**src/rtl/dbgb_pkg.sv**
```systemverilog
package dbgb_pkg;

   localparam int unsigned WORD_W = 32;
   localparam int unsigned BYTE_W = 8;

   // register byte offsets; the peek alias must sit one word above the pop register
   localparam logic [7:0] OFS_RX_POP  = 8'h08;
   localparam logic [7:0] OFS_RX_PEEK = 8'h0C;
   localparam logic [7:0] OFS_TX_PUSH = 8'h10;
   localparam logic [7:0] OFS_STATUS  = 8'h14;

   // status bit positions
   localparam int unsigned ST_RX_AVAIL = 0;
   localparam int unsigned ST_TX_ROOM  = 1;
   localparam int unsigned ST_RX_FLUSH = 2;
   localparam int unsigned ST_TX_FLUSH = 3;

   typedef enum logic [2:0] {
      SEL_NONE,
      SEL_RX_POP,
      SEL_RX_PEEK,
      SEL_TX_PUSH,
      SEL_STATUS
   } reg_sel_e;

endpackage

```
**src/rtl/dbgb_regdec.sv**
```systemverilog
module dbgb_regdec
   import dbgb_pkg::*;
#(
   parameter int unsigned ADDR_W = 8
) (
   input  logic [ADDR_W-3:0] word_idx,
   output reg_sel_e          sel
);

   localparam int unsigned IDX_W = ADDR_W - 2;
   localparam logic [IDX_W-1:0] IDX_RX_POP  = IDX_W'(OFS_RX_POP  >> 2);
   localparam logic [IDX_W-1:0] IDX_RX_PEEK = IDX_W'(OFS_RX_PEEK >> 2);
   localparam logic [IDX_W-1:0] IDX_TX_PUSH = IDX_W'(OFS_TX_PUSH >> 2);
   localparam logic [IDX_W-1:0] IDX_STATUS  = IDX_W'(OFS_STATUS  >> 2);

   always_comb begin
      sel = SEL_NONE;
      if (word_idx == IDX_RX_POP)       sel = SEL_RX_POP;
      else if (word_idx == IDX_RX_PEEK) sel = SEL_RX_PEEK;
      else if (word_idx == IDX_TX_PUSH) sel = SEL_TX_PUSH;
      else if (word_idx == IDX_STATUS)  sel = SEL_STATUS;
   end

endmodule

```
**src/rtl/dbgb_fifo.sv**
```systemverilog
module dbgb_fifo #(
   parameter int unsigned DATA_W = 8,
   parameter int unsigned DEPTH  = 16
) (
   input  logic                       clk,
   input  logic                       rst_n,
   input  logic                       flush,
   input  logic                       push,
   input  logic [DATA_W-1:0]          push_data,
   input  logic                       pop,
   output logic [DATA_W-1:0]          head,
   output logic                       empty,
   output logic                       full,
   output logic [$clog2(DEPTH):0]     level
);

   localparam int unsigned PTR_W = $clog2(DEPTH);

   generate
      if (DEPTH < 2 || (DEPTH & (DEPTH - 1)) != 0) begin : g_bad_depth
         $error("dbgb_fifo: DEPTH must be a power of two, at least 2");
      end
      if (DATA_W < 1) begin : g_bad_width
         $error("dbgb_fifo: DATA_W must be at least 1");
      end
   endgenerate

   logic [DATA_W-1:0] store [DEPTH];
   logic [PTR_W:0]    wr_ptr;
   logic [PTR_W:0]    rd_ptr;
   logic              push_ok;
   logic              pop_ok;

   assign empty = (wr_ptr == rd_ptr);
   assign full  = (wr_ptr[PTR_W] != rd_ptr[PTR_W]) &&
                  (wr_ptr[PTR_W-1:0] == rd_ptr[PTR_W-1:0]);
   assign level = wr_ptr - rd_ptr;

   // flush has priority over both push and pop in the same cycle
   assign push_ok = push && !full  && !flush;
   assign pop_ok  = pop  && !empty && !flush;

   always_ff @(posedge clk) begin
      if (!rst_n || flush) begin
         wr_ptr <= '0;
         rd_ptr <= '0;
      end else begin
         if (push_ok) wr_ptr <= wr_ptr + 1'b1;
         if (pop_ok)  rd_ptr <= rd_ptr + 1'b1;
      end
   end

   always_ff @(posedge clk) begin
      if (push_ok) store[wr_ptr[PTR_W-1:0]] <= push_data;
   end

   assign head = store[rd_ptr[PTR_W-1:0]];

endmodule

```
**src/rtl/dbgb_rsp.sv**
```systemverilog
module dbgb_rsp
   import dbgb_pkg::*;
(
   input  logic              clk,
   input  logic              rst_n,
   input  logic              rd,
   input  reg_sel_e          sel,
   input  logic [BYTE_W-1:0] rx_head,
   input  logic              rx_empty,
   input  logic              tx_full,
   output logic [WORD_W-1:0] rdata,
   output logic              rvalid
);

   logic [WORD_W-1:0] word;

   always_comb begin
      word = '0;
      case (sel)
         SEL_RX_POP, SEL_RX_PEEK: begin
            if (!rx_empty) word[BYTE_W-1:0] = rx_head;
         end
         SEL_STATUS: begin
            word[ST_RX_AVAIL] = !rx_empty;
            word[ST_TX_ROOM]  = !tx_full;
         end
         default: word = '0;
      endcase
   end

   always_ff @(posedge clk) begin
      if (!rst_n) begin
         rvalid <= 1'b0;
         rdata  <= '0;
      end else begin
         rvalid <= rd;
         if (rd) rdata <= word;
      end
   end

endmodule

```
**src/rtl/dbg_byte_bridge.sv**
```systemverilog
module dbg_byte_bridge
   import dbgb_pkg::*;
#(
   parameter int unsigned ADDR_W   = 8,
   parameter int unsigned RX_DEPTH = 16,
   parameter int unsigned TX_DEPTH = 16
) (
   input  logic              clk,
   input  logic              rst_n,
   input  logic              bus_valid,
   input  logic              bus_write,
   input  logic [ADDR_W-1:0] bus_addr,
   input  logic [31:0]       bus_wdata,
   output logic              bus_ready,
   output logic [31:0]       bus_rdata,
   output logic              bus_rvalid,
   input  logic              rx_push_valid,
   input  logic [7:0]        rx_push_data,
   output logic              rx_full,
   input  logic              tx_pop,
   output logic [7:0]        tx_pop_data,
   output logic              tx_empty
);

   localparam int unsigned RX_LW = $clog2(RX_DEPTH) + 1;
   localparam int unsigned TX_LW = $clog2(TX_DEPTH) + 1;

   generate
      if (ADDR_W < 5) begin : g_bad_addr
         $error("dbg_byte_bridge: ADDR_W must cover offset 0x14");
      end
   endgenerate

   reg_sel_e          sel;
   logic              acc_rd;
   logic              acc_wr;
   logic              rx_pop;
   logic              rx_flush;
   logic              tx_push;
   logic              tx_flush;
   logic [BYTE_W-1:0] rx_head;
   logic [BYTE_W-1:0] tx_head;
   logic              rx_empty;
   logic              tx_full;
   logic [RX_LW-1:0]  rx_level;
   logic [TX_LW-1:0]  tx_level;
   logic              unused_bits;

   assign bus_ready   = 1'b1;
   assign acc_rd      = bus_valid && bus_ready && !bus_write;
   assign acc_wr      = bus_valid && bus_ready &&  bus_write;
   assign unused_bits = ^{bus_addr[1:0], bus_wdata[31:8]};

   dbgb_regdec #(.ADDR_W(ADDR_W)) u_dec (
      .word_idx (bus_addr[ADDR_W-1:2]),
      .sel      (sel)
   );

   assign rx_pop   = acc_rd && (sel == SEL_RX_POP);
   assign tx_push  = acc_wr && (sel == SEL_TX_PUSH);
   assign rx_flush = acc_wr && (sel == SEL_STATUS) && bus_wdata[ST_RX_FLUSH];
   assign tx_flush = acc_wr && (sel == SEL_STATUS) && bus_wdata[ST_TX_FLUSH];

   dbgb_fifo #(.DATA_W(BYTE_W), .DEPTH(RX_DEPTH)) u_rxq (
      .clk       (clk),
      .rst_n     (rst_n),
      .flush     (rx_flush),
      .push      (rx_push_valid),
      .push_data (rx_push_data),
      .pop       (rx_pop),
      .head      (rx_head),
      .empty     (rx_empty),
      .full      (rx_full),
      .level     (rx_level)
   );

   dbgb_fifo #(.DATA_W(BYTE_W), .DEPTH(TX_DEPTH)) u_txq (
      .clk       (clk),
      .rst_n     (rst_n),
      .flush     (tx_flush),
      .push      (tx_push),
      .push_data (bus_wdata[BYTE_W-1:0]),
      .pop       (tx_pop),
      .head      (tx_head),
      .empty     (tx_empty),
      .full      (tx_full),
      .level     (tx_level)
   );

   assign tx_pop_data = tx_empty ? '0 : tx_head;

   dbgb_rsp u_rsp (
      .clk      (clk),
      .rst_n    (rst_n),
      .rd       (acc_rd),
      .sel      (sel),
      .rx_head  (rx_head),
      .rx_empty (rx_empty),
      .tx_full  (tx_full),
      .rdata    (bus_rdata),
      .rvalid   (bus_rvalid)
   );

endmodule

```
**config.mk**
```make
export PLATFORM = sky130hd
export DESIGN_NAME = dbg_byte_bridge
export DESIGN_NICKNAME = d
export VERILOG_FILES = /design/src/rtl/dbgb_pkg.sv /design/src/rtl/dbgb_regdec.sv /design/src/rtl/dbgb_fifo.sv /design/src/rtl/dbgb_rsp.sv /design/src/rtl/dbg_byte_bridge.sv
export SDC_FILE = /design/constraint.sdc
export NUM_CORES = 1
export LEC_CHECK = 0
export BUFFER_PORTS_ARGS = -buffer_cell sky130_fd_sc_hd__buf_2
export CELL_PAD_IN_SITES_DETAIL_PLACEMENT = 1
export CELL_PAD_IN_SITES_GLOBAL_PLACEMENT = 1
export CORE_AREA = 4 4 168 170
export DETAILED_ROUTE_END_ITERATION = 6
export DIE_AREA = 0 0 172 174
export GPL_TIMING_DRIVEN = 1
export PLACE_DENSITY_LB_ADDON = 0.1
export RECOVER_POWER = 25
export SLEW_MARGIN = 20
export SYNTH_ARGS = -nofsm -noshare
export SYNTH_HDL_FRONTEND = slang
export SYNTH_SLANG_ARGS = --single-unit
```
**constraint.sdc**
```tcl
create_clock -name clk -period 2.02 [get_ports clk]
set_input_delay 0.404 -clock clk [delete_from_list [all_inputs] [get_ports clk]]
set_output_delay 0.404 -clock clk [all_outputs]
set_load 0.005 [all_outputs]
```
Word-level counts from Yosys, hierarchy flattened

Memories as Yosys holds them, arrays and structs flattened. A register that Yosys moved wholly into a read port is not among the register bits.
Cells that the tools add are included.
Widths: inputs -> output; s select.

Bits in registers: 29
Bits in writable memories: 256
Bits of input ports: 54
Output and inout bits: 44
Logic and storage cells: 70
Memories: 2

Memory list:

| memory      | words | width | read ports | clocked after Yosys merged registers in | write ports | RTL line        | text |
|---|---|---|---|---|---|---|---|
| u_rxq.store | 16    | 8     | 1          | 1                                       | 1           | dbgb_fifo.sv:28 | `logic [DATA_W-1:0] store [DEPTH];` |
| u_txq.store | 16    | 8     | 1          | 1                                       | 1           | dbgb_fifo.sv:28 |  |

Add/sub/neg operators: 4
Equality and inequality tests: 14
Multiplexer cells: 16
Reduce and logical (&&, ||, !) cells: 28

Operator list:

| cell                | number |
|---|---|
| $add 5x1->5 const B | 4 |
| $logic_and 1x1->1   | 17 |
| $mux 4              | 4 |
| $mux 8              | 2 |
| $eq 6x2->1 const B  | 2 |
| $eq 6x3->1 const B  | 2 |
| $mux 3              | 4 |
| $eq 5x5->1          | 2 |
| $eq 4x4->1          | 2 |
| $logic_not 1->1     | 8 |
| $eq 3x2->1 const B  | 2 |
| $mux 6              | 1 |
| $mux 1              | 4 |
| $pmux 2 s2          | 1 |
| $eq 3x1->1 const B  | 1 |
| $eq 3x3->1 const B  | 1 |
| $logic_or 1x1->1    | 2 |
| $ne 1x1->1          | 2 |
| $reduce_or 2->1     | 1 |

Depth between registers and ports, before layout

Gate-level depths: netlist of run 1.

Depth after elaboration: 12
Depth in mapped cells: 7
Depth with buffers taken out: 6

Cells and area by module

From an unflattened synthesis of run 1, not the netlist that was laid out.

Cells, all modules: 694
Area total of the unflattened synthesis: 12,074.1 um^2

By module, submodules not included:

| module          | times used | cells an instance | area each (um^2) | seq. area each (um^2) |
|---|---|---|---|---|
| dbgb_fifo       | 2          | 307               | 5,684.2          | 4,124.0 |
| dbgb_rsp        | 1          | 53                | 528.0            | 180.2 |
| dbg_byte_bridge | 1          | 20                | 121.4            | 0.0 |
| dbgb_regdec     | 1          | 7                 | 56.3             | 0.0 |

Worst setup path after synthesis of run 1

OpenSTA, ideal clock, no wires.

Path type: register to output
From: register with a tool-made name
To: output port tx_pop_data[3]
Arrival time: 1.701 ns
Required time: 1.616 ns
Path slack: -0.085 ns
Stages on the path, launching flop included: 6
Path buffers: 2
Cell sequence: dfxtp_1 buf_6 buf_6 mux4_1 mux4_2 nor2b_1

RTL lines:

| item             | RTL line              | text |
|---|---|---|
| end: declaration | dbg_byte_bridge.sv:21 | `output logic [7:0] tx_pop_data,` |

==> metrics.csv, run 1 <==
stage,metric,value,unit
route,wl,27.3,mm
floorplanning,dieArea,29900,sq um
cells_and_area,regArea,8460,sq um
yosys,netlist_area,11800,sq um
clock_tree,clk_path_buf_depth,3,
route,drt_iter0_drc,421,
worst_setup_path,critPathRequiredTime,1620,ps
clock_tree,ctsHtreeMaxLevel,1,
timing,setup_viol,9,
worst_setup_path,critPathMaxFanout,5,
hold_path,hold_class,in -> reg,
power,power,12.4,mW
worst_setup_path,arrival,2450,ps
yosys,avgSynthCellArea,18.7,sq um
route,via_count,6229,
route,wl_per_cell,24.2,um
route,dr.pass1.iters,5,
timing,drv_slew,0,
clock_tree,cts_root_buffer,clkbuf_16,
route,viasPerCell,5.52,
power,power.density,854,nW/um^2
route,route.detailed.drc,0,
cells_and_area,insertedDiodeCount,0,
cells_and_area,fillers,2411,
timing,finalCritPeriodShare,1.41,
timing,fmax,350,MHz
timing,fin_ws,-833,ps
global_route,grt_antenna_before_repair,0,
yosys,synth_top_area_share,0.650,
yosys,async_reset_ff_frac,0,
floorplanning,die_h,174,um
global_route,grt_pass1_wl,42.0,mm
clock_tree,clock_latency,540,ps
place,portBuffers,46,
global_route,grt_max_degree,33,
worst_setup_path,crit_type,reg -> out,
yosys,synth_edf_count,256,
power,p_leak,4.93,nW
clock_tree,cts_tree,yes,
global_route,grt_remaining_overflow,0,
worst_setup_path,crit_path_end_kind,primary output,
floorplanning,coreArea,26700,sq um
place,dp_hpwl,17.2,mm
timing,setup-tns-final,-6490,ps
floorplanning,initial_core_util,0.442,
yosys,synth_top_area_cell,edfxtp_1,
global_route,grt_pass1_vias,6734,
floorplanning,num_io_pins,98,
timing,slew_headroom,0.475,
run_status,violations,setup timing,
run_status,status,finished with violations,
flow_run,maxCapViolCount,0,
yosys,synth_ff_type,edfxtp_1,
cells_and_area,multi_input_area,3290,sq um
timing,worstMarginPinSlew,786,ps
clock_tree,cts_buffers,30,
floorplanning,rows,60,
yosys,syn_inst,633,
timing,min_period,2850,ps
global_route,grt_usage,0.185,
timing,finalHoldViolCount,0,
place,gp_congestion,0.734,
cells_and_area,drive_gt1_frac,0.353,
yosys,yosysUniqueCellTypes,42,
yosys,synth_seq_cells,293,
yosys,seq_area_frac_synth,0.713,
timing,final.setup_skew,13.6,ps
clock_tree,ctsHoldBuffers,0,
route,antenna_left,0,
yosys,yosys_warnings,0,
cells_and_area,syn2layout_area_growth,23.1,%
clock_tree,cts.sinks,293,
yosys,ys_top_cells_by_area,"edfxtp_1 (65%), mux4_2 (13%), dfxtp_1 (6.3%), buf_4 (1.7%), nor2_1 (1.2%)",
floorplanning,die_x,172,um
power,vdd_ir_drop_max,0.000703,V
timing,rsz0062_at_grt,true,
clock_tree,path_clk_slew,60,ps
worst_setup_path,worstSetupStartpointType,flop,
cells_and_area,finish.utilization,0.544,
cells_and_area,nNetsFinal,827,
## final timing paths
path                  startpoint              to  slack, ps  cells after the start
hold reg to reg   u_rsp.rdata[7]  u_rsp.rdata[7]        510                      1
hold / removal             rst_n    u_rsp.rvalid        230                      2
setup / recovery            flop  tx_pop_data[6]       -830                      6
setup reg to reg            flop  u_rsp.rdata[7]         80                      6
## per-layer routing
layer	up-vias	track usage	wire length (um)
li1	2742	-	-
met1	3287	0.283	12800
met2	171	0.287	12900
met3	29	0.0312	1270
met4	0	0.0318	362
met5	-	0	0
## critical path, cell delays in order, from the launching register on
cell,delay [ps]
dfxtp_4,410
buf_12,140
buf_16,130
mux4_2,520
mux4_2,470
nor2b_4,130
buf_2,120
## synth_stat cells (6+ instances only)
master,instances
a22oi_1,16
clkbuf_1,12
buf_2,6
and3_1,19
o211ai_1,7
buf_1,6
xor2_1,14
nor2b_1,13
and2_1,19
edfxtp_1,256
ha_1,10
xnor2_1,12
nor2_1,38
nand2_1,12
a32o_1,6
buf_4,26
dfxtp_1,37
mux4_2,67
## registers in the layout, summed over array words and instances (netlist names), named ones only
register and count:
u_txq.store 128, u_rsp.rdata 8, u_rsp.rvalid 1, u_rxq.store 128, u_txq.rd_ptr 5, u_rxq.wr_ptr 5, u_txq.wr_ptr 5, u_rxq.rd_ptr 5
## where the power goes
part / leakage, nW / switching [mW] / total, mW / internal, mW
sequential: 2.61 / 0.0133 / 6.62 / 6.61
combinational: 1.84 / 0.230 / 0.364 / 0.135
clock: 0.474 / 2.19 / 5.44 / 3.25
total: 4.93 / 2.43 / 12.4 / 9.99
## cells in the final DEF, fill, tap and decap left out, types with 9 or more instances in the layout
cell type  instances
and3_1            19
dfxtp_1           21
nor2b_1           10
buf_12            34
edfxtp_1         256
a22oi_1           13
clkbuf_1          17
ha_1              10
nor2_1            36
and2_4             9
nand2_1           11
conb_1            25
mux4_2            69
buf_2             35
and2_1            10
xor2_1            14
dfxtp_2           10
buf_4             39
clkbuf_16         31
## logic make-up after synthesis
group	share of synthesized area
AO/OA/AOI/OAI	0.0291
multiplexers	0.143
other	0.000635
XOR/XNOR	0.0193
flip-flops	0.713
buffers and inverters	0.0302
AND/OR/NAND/NOR	0.0543
adder cells (fa/ha/maj)	0.0106
## cell type report
class	instances	share of cell area
Sequential cell	293	0.582
Multi-Input combinational cell	304	0.226
Timing Repair Buffer	129	0.0939
Inverter	5	0.00129
Clock inverter	16	0.0104
Tap cell	341	0.0293
Clock buffer	40	0.0570
## through the flow
| stage | setup slack (ps) | area (sq um) | instances | hold slack [ps] |
|---|---|---|---|---|
| final | -833 | 14600 | 1128 | 235 |
| after detailed placement | -295 | 13200 | 1060 | 495 |
| after CTS | -860 | 14400 | 1124 | 206 |
| after global placement | -274 | 13200 | 1060 | 479 |
| after floorplan | -74.1 | 11900 | 656 | 493 |
| after global routing | -921 | 14600 | 1128 | 213 |
## repair_timing
item / CTS / global route
cloned: 4 / 0
endpoints found under the setup margin: 13 / 163
gates resized for setup: 33 / 41
pin swaps: 6 / 9
buffers inserted: 4 / 4
hold endpoints to repair: 0 / 0
Note: power is estimated with default switching activity, not from simulation.
==> run 2: changes to the inputs <==
--- a/config.mk
+++ b/config.mk
@@ -9,6 +9,7 @@
 export CELL_PAD_IN_SITES_DETAIL_PLACEMENT = 1
 export CELL_PAD_IN_SITES_GLOBAL_PLACEMENT = 1
 export CORE_AREA = 4 4 168 170
+export CTS_CLUSTER_SIZE = 40
 export DETAILED_ROUTE_END_ITERATION = 6
 export DIE_AREA = 0 0 172 174
 export GPL_TIMING_DRIVEN = 1
==> constraint.sdc (replaced) <==
create_clock -name clk -period 2.02 [get_ports clk]
set_input_delay 0.404 -clock clk [delete_from_list [all_inputs] [get_ports clk]]
set_output_delay 0.404 -clock clk [all_outputs]
set_load 0.02 [all_outputs]
==> metrics.csv, run 2 (synthesis results as in run 1) <==
stage,metric,value,unit,change
global_route,grt_pass1_wl,41.7,mm,-0.54%
timing,fmax,353,MHz,+0.81%
worst_setup_path,critPathMaxFanout,6,,+1
power,p_leak,4.95,nW,+0.38%
timing,finalCritPeriodShare,1.40,,-0.0113
power,clock_power_share,0.447,,+0.009
power,power_frac_seq,0.522,,-0.011
global_route,grt_max_degree,33,,unchanged
clock_tree,cts_root_buffer,clkbuf_16,,
timing,fin_ws,-810,ps,+22.8 ps
worst_setup_path,r2r_cells,5,,-1
place,gp_congestion,0.786,,+7.1%
floorplanning,die_h,174,um,unchanged
timing,min_period,2830,ps,-22.8 ps
clock_tree,clock_latency,550,ps,about the same
route,antenna_left,0,,unchanged
cells_and_area,final_cell_mix,"edfxtp_1 (256), mux4_2 (72), nor2_1 (36), buf_12 (36), buf_4 (36)",,
route,dr.pass1.iters,4,,-1
power,vdd_ir_drop_max,0.000576,V,-18%
route,wl,26.9,mm,-1.4%
timing,finalHoldViolCount,0,,unchanged
worst_setup_path,crit_path_end_kind,primary output,,
worst_setup_path,arrival,2430,ps,-20 ps
timing,worstMarginPinSlew,729,ps,-57.4 ps
power,power_switching,2.53,mW,+3.8%
clock_tree,ctsHtreeMaxLevel,1,,unchanged
cells_and_area,insertedDiodeCount,0,,unchanged
cells_and_area,nNetsFinal,823,,-0.48%
power,power.density,869,nW/um^2,+1.8%
worst_setup_path,worstSetupStartpointType,flop,,
clock_tree,cts.sinks,293,,unchanged
clock_tree,ctsHoldBuffers,0,,unchanged
timing,final.setup_skew,12.0,ps,-1.55 ps
global_route,grt_pass1_vias,6894,,+2.4%
global_route,grt_remaining_overflow,0,,unchanged
timing,slew_headroom,0.514,,+0.0394
place,place_ws,-285,ps,+10.2 ps
clock_tree,cts_tree,yes,,
place,dp_cells,1058,,-0.19%
power,power.internal,10.2,mW,+1.8%
floorplanning,rows,60,,unchanged
place,dp_hpwl,17.6,mm,+2.5%
power,swShare,0.199,,+0.00301
worst_setup_path,crit_type,reg -> out,,
global_route,grt_antenna_before_repair,0,,unchanged
route,via_count,6111,,-1.9%
cells_and_area,drive_gt1_frac,0.351,,-0.00247
timing,drv_slew,0,,unchanged
run_status,violations,setup timing,,
place,portBuffers,46,,unchanged
floorplanning,dieArea,29900,sq um,unchanged
timing,hold_slack,225,ps,-10.0 ps
global_route,grt_usage,0.183,,-0.00176
cells_and_area,instances_no_fill,1125,,-0.27%
timing,setup_viol,9,,unchanged
cells_and_area,syn2layout_area_growth,23.6,%,
clock_tree,clk_path_buf_depth,3,,unchanged
clock_tree,path_clk_slew,60,ps,about the same
hold_path,hold_class,in -> reg,,
cells_and_area,multi_input_area,3280,sq um,-0.34%
cells_and_area,fillers,2413,,+0.083%
floorplanning,die_x,172,um,unchanged
floorplanning,initial_core_util,0.442,,unchanged
hold_path,hold_depth,2,,unchanged
power,pwr-share-comb,0.031,,+0.002
flow_run,maxCapViolCount,0,,unchanged
cells_and_area,final_common_cell,edfxtp_1,,
route,drt_iter0_drc,583,,+38%
floorplanning,num_io_pins,98,,unchanged
run_status,status,finished with violations,,
floorplanning,coreArea,26700,sq um,unchanged
worst_setup_path,critPathRequiredTime,1620,ps,about the same
timing,rsz0062_at_grt,true,,
route,wl_per_cell,23.9,um,-1.1%
route,viasPerCell,5.43,,-1.6%
clock_tree,cts_buffers,31,,+3.3%
cells_and_area,regArea,8460,sq um,about the same
route,route.detailed.drc,0,,unchanged
==> run 2: metrics by stage <==
stage	utilization	setup TNS (ps)	area, sq um	power [mW]
2_1_floorplan	-	-1640	12000	6.96
3_3_place_gp	0.495	-12770	13200	7.10
3_5_place_dp	0.495	-29150	13200	7.12
4_1_cts	0.544	-6810	14500	12.8
5_1_grt	0.547	-7960	14600	13.2
6_report	0.547	-6400	14600	12.7
==> run 2: power groups by stage <==
stage	clock, mW	combinational [mW]	sequential, mW
6_report	5.68	0.390	6.63
5_1_grt	6.11	0.428	6.62
4_1_cts	5.81	0.389	6.63
3_5_place_dp	0	0.362	6.76
3_3_place_gp	0	0.342	6.75
2_1_floorplan	0	0.203	6.76
==> run 2: path summary, 6_finish.rpt <==
check | endpoint | from | slack, ps
max | tx_pop_data[3] | flop | -810
min | u_rsp.rdata[1] | rst_n | 220
max reg2reg | u_rsp.rdata[5] | flop | 80
min reg2reg | u_rsp.rdata[7] | u_rsp.rdata[7] | 510
==> run 2: per-layer routing <==
layer / vias to the layer above / global-route usage / part of all wire
met3: 35 / 0.0250 / 0.045
met4: 0 / 0.0393 / 0.019
met5: - / 0 / 0
met1: 3190 / 0.277 / 0.46
li1: 2737 / - / -
met2: 149 / 0.288 / 0.47
==> run 2: final cells by class <==
type | count | area share
clock buffers | 48 | 0.0639
clock inverters | 10 | 0.00719
inverters | 5 | 0.00128
multi-input cells | 304 | 0.225
flip-flops and latches | 293 | 0.579
well taps | 341 | 0.0292
repair buffers | 124 | 0.0945
==> run 2: worst max-delay path: stages (launching register included) <==
cell and delay (ps):
dfxtp_4 430, buf_8 160, mux4_2 500, mux4_2 510, nor2b_4 150, buf_6 120
==> run 2: what timing repair did <==
item	CTS	global route
endpoints found under the hold margin	0	0
pin swaps	4	5
buffers inserted	4	3
cloned	2	0
setup endpoints to repair	11	144
resized for setup	54	18
==> run 3: changes to the inputs <==
==> constraint.sdc (replaced) <==
create_clock -name clk -period 2.02 [get_ports clk]
set_input_delay 0.202 -clock clk [delete_from_list [all_inputs] [get_ports clk]]
set_output_delay 0.202 -clock clk [all_outputs]
set_load 0.02 [all_outputs]
==> metrics.csv, run 3 (synthesis results as in run 1) <==
stage,metric,value,unit,change
floorplanning,dieArea,29900,sq um,unchanged
power,power_frac_seq,0.515,,-0.007
timing,finalCritPeriodShare,1.31,,-0.0961
place,portBuffers,46,,unchanged
timing,min_period,2640,ps,-194 ps
power,power,12.9,mW,+1.3%
power,swShare,0.193,,-0.00587
route,antenna_left,0,,unchanged
worst_setup_path,path_cells,buf_12 > mux4_2 > mux4_2 > nor2b_1 > buf_2,,
power,power.density,885,nW/um^2,+1.8%
hold_path,hold_class,in -> reg,,
timing,setup_viol,8,,-1
worst_setup_path,cp_common_cell,mux4_2,,
worst_setup_path,critPathBufInv,2,,unchanged
cells_and_area,final_cell_mix,"edfxtp_1 (256), mux4_2 (71), nor2_1 (37), buf_12 (37), buf_4 (33)",,
global_route,grt_pass1_vias,6746,,-2.1%
place,place_ws,-172,ps,+113 ps
global_route,grt_antenna_before_repair,0,,unchanged
route,viasPerCell,5.50,,+1.3%
place,dp_hpwl,17.4,mm,-1.1%
cells_and_area,multi_input_area,3220,sq um,-1.9%
cells_and_area,fillers,2387,,-1.1%
run_status,violations,setup timing,,
global_route,grt_pass1_wl,41.5,mm,-0.46%
cells_and_area,final_common_cell,edfxtp_1,,
clock_tree,clk_path_buf_depth,3,,unchanged
hold_path,hold_start,rx_push_valid,,
worst_setup_path,critPathRequiredTime,1820,ps,+200 ps
route,drt_iter0_drc,386,,-34%
clock_tree,cts_buffers,30,,-3.2%
route,via_count,6160,,+0.80%
worst_setup_path,cp_slowest_stage_delay,520,ps,about the same
cells_and_area,insertedDiodeCount,0,,unchanged
route,route.detailed.drc,0,,unchanged
global_route,grt_max_degree,33,,unchanged
floorplanning,initial_core_util,0.442,,unchanged
route,wl,27.2,mm,+1.0%
route,dr.pass1.iters,4,,unchanged
floorplanning,num_io_pins,98,,unchanged
global_route,grt_remaining_overflow,0,,unchanged
timing,hold_slack,56.5,ps,-168 ps
power,vdd_ir_drop_max,0.000823,V,+43%
clock_tree,cts_tree,yes,,
worst_setup_path,worstSetupStartpointType,flop,,
power,pwr-share-comb,0.029,,-0.002
timing,slew_headroom,0.477,,-0.0367
worst_setup_path,critPathMaxFanout,10,,+4
worst_setup_path,crit_type,reg -> out,,
cells_and_area,drive_gt1_frac,0.338,,-0.0127
worst_setup_path,slowest_stage,mux4_2,,
place,gp_congestion,0.741,,-5.7%
worst_setup_path,cp_top_family,multiplexers,,
global_route,grt_usage,0.185,,+0.00124
route,wl_per_cell,24.3,um,+1.5%
run_status,status,finished with violations,,
cells_and_area,nNetsFinal,822,,-0.12%
power,clock_power_share,0.457,,+0.010
cells_and_area,syn2layout_area_growth,23.0,%,
clock_tree,clock_latency,560,ps,about the same
timing,worstMarginPinSlew,784,ps,+55.1 ps
worst_setup_path,arrival,2430,ps,about the same
floorplanning,die_h,174,um,unchanged
cells_and_area,finish.utilization,0.544,,-0.00248
timing,rsz0062_at_grt,true,,
clock_tree,path_clk_slew,60,ps,about the same
floorplanning,coreArea,26700,sq um,unchanged
timing,fin_ws,-616,ps,+194 ps
clock_tree,cts_root_buffer,clkbuf_16,,
timing,final.setup_skew,17.7,ps,+5.66 ps
worst_setup_path,crit_path_end_kind,primary output,,
flow_run,maxCapViolCount,0,,unchanged
timing,fmax,379,MHz,+7.4%
power,power_switching,2.48,mW,-1.7%
power,p_leak,4.91,nW,-0.88%
floorplanning,die_x,172,um,unchanged
floorplanning,rows,60,,unchanged
clock_tree,cts.sinks,293,,unchanged
timing,drv_slew,0,,unchanged
cells_and_area,regArea,8460,sq um,about the same
timing,finalHoldViolCount,0,,unchanged
clock_tree,ctsHtreeMaxLevel,1,,unchanged
power,power.internal,10.4,mW,+2.1%
## run 3: cell types whose count changed in the layout (fill, tap and decap cells not counted), sizes merged
cell / before / now
clkbuf: 59 / 46
bufinv: 2 / 7
buf: 113 / 111
clkinv: 7 / 9
dlygate4sd3: 0 / 2
clkinvlp: 0 / 1
inv: 6 / 5
## run 3: metrics by stage
step           std cells  setup TNS [ps]  cell area (sq um)
2_1_floorplan        656               0              11900
3_3_place_gp        1052            -735              13200
3_5_place_dp        1052           -3190              13200
4_1_cts             1116           -5360              14500
5_1_grt             1119           -5500              14500
6_report            1119           -4810              14500
## run 3: worst paths after layout
kind	depth (start not counted)	to	slack, ps
setup reg to reg	6	u_rsp.rdata[4]	50
hold / removal	4	u_rxq.wr_ptr[3]	60
setup / recovery	5	tx_pop_data[5]	-620
hold reg to reg	1	u_rsp.rdata[6]	510
## run 3: final cells by class
| class | count | area share |
|---|---|---|
| clock buffers | 35 | 0.0544 |
| well taps | 341 | 0.0293 |
| flip-flops and latches | 293 | 0.582 |
| inverters | 5 | 0.00129 |
| clock inverters | 17 | 0.0176 |
| multi-input cells | 304 | 0.221 |
| repair buffers | 124 | 0.0941 |
## run 3: worst min-delay path, stage by stage
cell	delay, ps
buf_2	130
o211ai_1	100
xor2_1	70
nor2_1	70
## run 3: layer usage
layer,track usage,routed length [um]
met1,0.272,12500
met2,0.293,13000
met3,0.0327,1290
met4,0.0357,361
met5,0,0
## run 3: timing repair
action	4_1_cts	5_1_grt
cloned	3	1
pin swaps	4	7
buffers inserted	7	3
hold buffers	2	0
gates resized for setup	38	27
endpoints found under the hold margin	18	0
setup endpoints to repair	10	87
## run 3: power groups by stage
stage | Sequential [mW] | Clock [mW] | Combinational, mW
2_1_floorplan | 6.76 | 0 | 0.200
3_3_place_gp | 6.75 | 0 | 0.344
3_5_place_dp | 6.76 | 0 | 0.361
4_1_cts | 6.62 | 6.02 | 0.374
5_1_grt | 6.62 | 6.33 | 0.404
6_report | 6.62 | 5.88 | 0.368
